==> config.mk <==
export PLATFORM = sky130hd
export DESIGN_NAME = col_shuffle
export DESIGN_NICKNAME = d
export VERILOG_FILES = /design/src/rtl/shuf_pkg.sv /design/src/rtl/shuf_stage.sv /design/src/rtl/shuf_network.sv /design/src/rtl/shuf_pipe.sv /design/src/rtl/col_shuffle.sv
export SDC_FILE = /design/constraint.sdc
export NUM_CORES = 1
export LEC_CHECK = 0
export ABC_CLOCK_PERIOD_IN_PS = 5500
export BUFFER_PORTS_ARGS = -buffer_cell sky130_fd_sc_hd__clkbuf_2
export CORE_AREA = 5 5 403 405
export DETAILED_ROUTE_END_ITERATION = 7
export DIE_AREA = 0 0 408 410
export PLACE_DENSITY_LB_ADDON = 0.3
export SYNTH_ARGS = -nofsm -noshare
export SYNTH_HDL_FRONTEND = slang
export SYNTH_HIERARCHICAL = 1
export SYNTH_SLANG_ARGS = --single-unit
==> constraint.sdc <==
create_clock -name clk -period 5.5 [get_ports clk]
set_input_delay 1.375 -clock clk [delete_from_list [all_inputs] [get_ports clk]]
set_output_delay 1.375 -clock clk [all_outputs]
set_load 0.01 [all_outputs]
==> src/rtl/shuf_pkg.sv <==
// Package: shared types and helpers for the column-indexed lane shuffle.
// Assumes the lane count is a power of two.
package shuf_pkg;

    // Direction tag carried with each line; it never alters the permutation.
    typedef enum logic {
        DIR_WRITE = 1'b0,
        DIR_READ  = 1'b1
    } dir_e;

    // Destination lane of source lane src for a given stage-select value.
    function automatic int unsigned lane_target(input int unsigned src,
                                                input int unsigned sel);
        return src ^ sel;
    endfunction

endpackage

==> src/rtl/shuf_stage.sv <==
// Module: one butterfly stage. When en is high, every lane trades places with
// the lane SPAN positions away inside its 2*SPAN group; otherwise it is a wire.
// Assumes SPAN is a power of two below LANES.
module shuf_stage #(
    parameter int LANES  = 8,
    parameter int LANE_W = 64,
    parameter int SPAN   = 1
) (
    input  logic                    en,
    input  logic [LANES*LANE_W-1:0] din,
    output logic [LANES*LANE_W-1:0] dout
);

    // Per-lane 2:1 select between the straight and the exchanged source.
    for (genvar i = 0; i < LANES; i++) begin : g_lane
        localparam int PARTNER = i ^ SPAN;
        assign dout[i*LANE_W +: LANE_W] = en ? din[PARTNER*LANE_W +: LANE_W]
                                             : din[i*LANE_W +: LANE_W];
    end

endmodule

==> src/rtl/shuf_network.sv <==
// Module: chain of log2(LANES) butterfly stages, stage k switched by col bit k.
// Only the low STAGES column bits are looked at; the rest are ignored.
module shuf_network #(
    parameter int LANES  = 8,
    parameter int LANE_W = 64,
    parameter int COL_W  = 10
) (
    input  logic [COL_W-1:0]        col,
    input  logic [LANES*LANE_W-1:0] din,
    output logic [LANES*LANE_W-1:0] dout
);

    localparam int STAGES = $clog2(LANES);

    logic [STAGES:0][LANES*LANE_W-1:0] chain;

    // Network entry point.
    assign chain[0] = din;

    // One stage per select bit, span doubling from stage to stage.
    for (genvar k = 0; k < STAGES; k++) begin : g_stage
        shuf_stage #(
            .LANES (LANES),
            .LANE_W(LANE_W),
            .SPAN  (1 << k)
        ) u_stage (
            .en  (col[k]),
            .din (chain[k]),
            .dout(chain[k+1])
        );
    end

    // Network exit point.
    assign dout = chain[STAGES];

endmodule

==> src/rtl/shuf_pipe.sv <==
// Module: optional one-deep output register with valid/ready handshake.
// REGISTERED=1 gives one cycle of latency and full throughput; REGISTERED=0
// is a pure wire. Assumes a synchronous active-low reset.
module shuf_pipe #(
    parameter int PW         = 8,
    parameter bit REGISTERED = 1'b1
) (
    input  logic          clk,
    input  logic          rst_n,
    input  logic          in_valid,
    output logic          in_ready,
    input  logic [PW-1:0] in_pay,
    output logic          out_valid,
    input  logic          out_ready,
    output logic [PW-1:0] out_pay
);

    if (REGISTERED) begin : g_reg
        logic          vld_q;
        logic [PW-1:0] pay_q;

        // Accept when empty or when the held line is leaving.
        assign in_ready  = !vld_q || out_ready;
        assign out_valid = vld_q;
        assign out_pay   = pay_q;

        // Valid flag: set on accept, cleared when drained with nothing new.
        always_ff @(posedge clk) begin
            if (!rst_n)        vld_q <= 1'b0;
            else if (in_ready) vld_q <= in_valid;
        end

        // Payload register: loads only on an accepted line.
        always_ff @(posedge clk) begin
            if (in_valid && in_ready) pay_q <= in_pay;
        end

        p_latency_r6: assert property (@(posedge clk) disable iff (!rst_n)
            (in_valid && in_ready) |=> out_valid);
        p_hold_r7: assert property (@(posedge clk) disable iff (!rst_n)
            (out_valid && !out_ready) |=> (out_valid && $stable(out_pay)));
        p_ready_r7: assert property (@(posedge clk) disable iff (!rst_n)
            !out_valid |-> in_ready);
        p_payload_r9: assert property (@(posedge clk) disable iff (!rst_n)
            (in_valid && in_ready) |=> (out_pay == $past(in_pay)));
    end else begin : g_wire
        // Pass-through: handshake and payload go straight across.
        assign in_ready  = out_ready;
        assign out_valid = in_valid;
        assign out_pay   = in_pay;
    end

endmodule

==> src/rtl/col_shuffle.sv <==
// Module: top of the column-indexed lane shuffle. Permutes the chip lanes of a
// cache line by lane XOR col[2:0] and presents it through an optional output
// register. The same mapping serves both directions because it is self-inverse.
// Assumes LANES is a power of two and COL_W >= log2(LANES).
module col_shuffle #(
    parameter int LANES      = 8,
    parameter int LANE_W     = 64,
    parameter int COL_W      = 10,
    parameter bit REGISTERED = 1'b1
) (
    input  logic                    clk,
    input  logic                    rst_n,
    input  logic                    in_valid,
    output logic                    in_ready,
    input  logic [LANES*LANE_W-1:0] in_data,
    input  logic [COL_W-1:0]        in_col,
    input  logic                    in_dir,
    output logic                    out_valid,
    input  logic                    out_ready,
    output logic [LANES*LANE_W-1:0] out_data,
    output logic [COL_W-1:0]        out_col,
    output logic                    out_dir
);

    import shuf_pkg::*;

    localparam int DW     = LANES * LANE_W;
    localparam int STAGES = $clog2(LANES);
    localparam int PW     = DW + COL_W + 1;

    logic [DW-1:0] net_out;
    dir_e          dir_in;
    logic [PW-1:0] pay_in;
    logic [PW-1:0] pay_out;

    // Lane permutation network.
    shuf_network #(
        .LANES (LANES),
        .LANE_W(LANE_W),
        .COL_W (COL_W)
    ) u_net (
        .col (in_col),
        .din (in_data),
        .dout(net_out)
    );

    // Tag direction with its enumerated meaning and bundle the payload.
    assign dir_in = dir_e'(in_dir);
    assign pay_in = {net_out, in_col, dir_in};

    // Output staging.
    shuf_pipe #(
        .PW        (PW),
        .REGISTERED(REGISTERED)
    ) u_pipe (
        .clk      (clk),
        .rst_n    (rst_n),
        .in_valid (in_valid),
        .in_ready (in_ready),
        .in_pay   (pay_in),
        .out_valid(out_valid),
        .out_ready(out_ready),
        .out_pay  (pay_out)
    );

    // Unbundle the presented payload.
    assign out_data = pay_out[PW-1 -: DW];
    assign out_col  = pay_out[COL_W:1];
    assign out_dir  = pay_out[0];

    p_lane0_r5: assert property (@(posedge clk) disable iff (!rst_n)
        in_valid |-> (net_out[lane_target(0, int'(in_col[STAGES-1:0]))*LANE_W +: LANE_W]
                      == in_data[LANE_W-1:0]));
    p_identity_r2: assert property (@(posedge clk) disable iff (!rst_n)
        (in_valid && (in_col[STAGES-1:0] == '0)) |-> (net_out == in_data));

endmodule

Word-level counts from Yosys, hierarchy flattened
Index checks and enable logic that the tools add are counted.
- mux-type cells: 24
- reduce and logical (&&, ||, !) cells: 3
- operators by type and width (operator ; number):
    2-to-1 mux 64 bit ; 24
    logical AND 1 bit ; 1
    zero test 1 bit ; 1
    logical OR 1 bit ; 1
- flip-flop bits (word level): 524
- output and inout bits: 525
- logic and storage cells: 29

Longest topological paths before layout
- depth in word-level cells: 3
- mapped depth: 6
- mapped depth without buffers: 3

Hierarchy
The synthesis kept the hierarchy.
- by module, submodules not included (module ; instances ; cells an instance ; area an instance (µm²) ; seq. area each (µm²)):
    shuf_stage ; 3 ; 569 ; 6408.6 ; 0.0
    shuf_pipe ; 1 ; 528 ; 15762.6 ; 15725.1

Least setup slack after synthesis
Ideal clock, no wire load.
- path type: input-to-reg
- start point: input port out_ready
- end point: register u_pipe.g_reg.pay_q[0] (netlist: u_pipe/out_pay[0]), enable pin
- data arrival time: 5.068 ns
- path slack: -0.099 ns
- stages on the path: 2
- cells stage by stage: nand2b_4 -> and2_4
- word-level cells in the longest chain between the ends: 2
- ends and longest elaborated chain (what ; RTL line ; source):
    start, declared ; col_shuffle.sv:19 ; input logic out_ready,
    logical OR 1 bit ; shuf_pipe.sv:23 ; assign in_ready = !vld_q || out_ready;
    logical AND 1 bit ; shuf_pipe.sv:35 ; if (in_valid && in_ready) pay_q <= in_pay;
    end signal, assigned ; shuf_pipe.sv:35 ;
    end, declared ; shuf_pipe.sv:20 ; logic [PW-1:0] pay_q;
No other way between the ends.
A chain may end at the register's enable or synchronous reset.

==> flow_summary.json <==
{
  "synth_fp_nets": 2762,
  "dr.pass1.iters": 4,
  "grt_max_degree": 84,
  "final_hold_viol_count": 0,
  "cts-root-buf": "clkbuf_16",
  "worst_slack_ns": 2.402,
  "worst_pin_slew_ns": 1.051,
  "synth-compound-area-share_pct": 0.03218,
  "path_class": "primary input to register",
  "yosys_warnings": 6,
  "netlist_area_sq_mm": 0.03499,
  "seqCellArea_sq_mm": 0.01573,
  "ys_seq_area_share_pct": 44.94,
  "cp_data_required_time_ns": 5.89,
  "overflow": 0,
  "synth-xor-area-share_pct": 0,
  "path_clk_slew_ns": 0.05,
  "die_x_microns": 408,
  "gp_congestion": 0.9015,
  "syn_to_final_growth_pct": 26.07,
  "worstPathCellList": "buf_8, buf_12, mux2_2, mux2_2, mux2_2",
  "critPathMaxFanout": 83,
  "final_area_sq_mm": 0.04411,
  "slew_headroom_pct": 29.95,
  "synthMuxAreaShare_pct": 49.43,
  "synth_top_family_by_area": "multiplexers",
  "nets": 3796,
  "p_per_area_mw_per_mm2": 287.2,
  "synthCells": 2235,
  "dp_worst_setup_slack_ns": 1.748,
  "htree_num_levels": 3,
  "numCtsBuffers": 74,
  "post_cts_buffers": 0,
  "outcome": "complete, no violations",
  "crit_cells": 5,
  "drv_cap": 0,
  "crit_family": "multiplexers",
  "die_area_sq_mm": 0.1673,
  "track_usage_pct": 14.66,
  "cpMostUsedCell": "mux2_2",
  "drt_wl_total_mm": 128.9,
  "startpoint_type": "primary input",
  "skew_ns": 0.02681,
  "grt_pass1_vias": 24330,
  "drtIter0Drc": 1064,
  "cts_resized": 0,
  "cp.buffers_inverters": 2,
  "grt_pass1_wl_mm": 178.7,
  "via_per_inst": 4.366,
  "endpoint_kind": "register",
  "wire_per_inst_microns": 23.84,
  "start_util_pct": 22.14,
  "synth-adder-area-share_pct": 0,
  "hp-class": "register to register",
  "io_pins": 1052,
  "nFillCells": 16290,
  "ir_drop_v": 0.0002259,
  "whs_path_depth": 2,
  "min_period_ns": 3.098,
  "place_area_sq_mm": 0.04173,
  "maxSlewViolCount": 0,
  "antenna_found_initial": 20,
  "leakage_nw": 17.08,
  "grt_setup_unrepaired": "false",
  "utilization_pct": 27.92,
  "dpl.hpwl_mm": 103.0,
  "syn_avg_cell_area_sq_um": 15.65,
  "setup_viol": 0,
  "clock_latency_ns": 0.66,
  "clk_path_buf_depth": 3,
  "ant_nets": 0,
  "multiInputGateArea_sq_mm": 0.01733,
  "coreArea_sq_mm": 0.1580,
  "ys_ff_latch": 524,
  "synth-simple-area-share_pct": 0.06437,
  "drc_errors": 0,
  "drive_gt1_share_pct": 83.16,
  "io_buffers": 1051,
  "cts_tree": "done",
  "slowest_stage": "buf_8",
  "synth_cell_type_count": 10,
  "num_rows": 146,
  "worstRegToRegCells": 3,
  "crit_arrival_ns": 3.49,
  "holdBufCountCts": 0,
  "cpPeakStageDelay_ns": 0.53,
  "vias": 23610,
  "fmax_mhz": 322.8,
  "die_h_microns": 410,
  "period_share_pct": 56.33,
  "power_mw": 12.67,
  "clkSinkCount": 524
}
[Yosys cell counts]
| library cell | n | area (sq um) |
|---|---|---|
| clkbuf_8 | 24 | 330.3 |
| buf_2 | 9 | 45.04 |
| and2_4 | 1 | 8.760 |
| a21boi_2 | 1 | 11.26 |
| buf_6 | 138 | 1554 |
| dfxtp_1 | 1 | 20.02 |
| inv_1 | 1 | 3.750 |
| edfxtp_1 | 523 | 15710 |
| nand2b_4 | 1 | 13.76 |
| mux2_2 | 1536 | 17300 |
[worst register-to-register path, delay by kind of cell, from the launching register on]
family	cells	cell delay [ns]
DFF	1	0.33
and+or+nand+nor	2	0.87
buffers and inverters	1	0.71
[state kept, by name (all words and copies together), names as in the netlist]
name,flops
u_pipe/out_pay,523
u_pipe/out_valid,1
[layout make-up]
type / instances / area share (%)
well taps: 2072 / 5.877
inverters: 1 / 0.008510
repair buffers: 1129 / 13.77
flip-flops and latches: 524 / 35.65
multi-input cells: 1539 / 39.29
clock inverters: 38 / 0.8708
diodes: 10 / 0.05673
clock buffers: 95 / 4.473
[per-layer routing]
layer / GRT usage, % / part of all wire [%] / vias to the layer above
met4: 4.794 / 2.8 / 16
met1: 17.14 / 41 / 11800
li1: - / - / 10890
met5: 0 / 0.084 / -
met2: 25.33 / 49 / 727
met3: 4.845 / 7.5 / 179
[kinds of logic (layout without fill, tap and decap cells)]
kind of cell | Yosys count | in the layout
DFF | 524 | 524
buffers and inverters | 172 | 1263
and+or+nand+nor | 2 | 2
other | 0 | 10
muxes | 1536 | 1536
AOI/OAI and AO/OA | 1 | 1
[metrics by stage]
step	TNS, ns	cells	hold WS, ns
after global placement	0	5265	0.4907
after CTS	0	5398	0.5083
final	0	5408	0.5089
after detailed placement	0	5265	0.5006
after global routing	0	5406	0.5320
after floorplan	-49.89	2235	0.5456
[cell usage in the layout (no fill, tap or decap), drive strengths merged]
cell type and n:
dfxtp 1, and2 1, clkbuf 1143, buf 81, bufinv 5, a21boi 1
edfxtp 523, clkinv 28, clkinvlp 2, inv 4, diode 10, nand2b 1
mux2 1536
[report_power, final]
part	switching, mW	leakage, nW	internal [mW]
logic	1.42	10.9	1.42
registers	0.163	5.07	4.91
clock network	1.97	1.14	2.78
total	3.55	17.1	9.11
[final timing paths]
| path | slack [ns] | start | to |
|---|---|---|---|
| min reg2reg | 0.51 | u_pipe/out_valid | u_pipe/out_valid |
| min | 0.51 | u_pipe/out_valid | u_pipe/out_valid |
| max reg2reg | 3.19 | u_pipe/out_valid | u_pipe/out_pay[105] |
| max | 2.40 | in_col[0] | u_pipe/out_pay[513] |
Power figures use the tool's default switching activity.
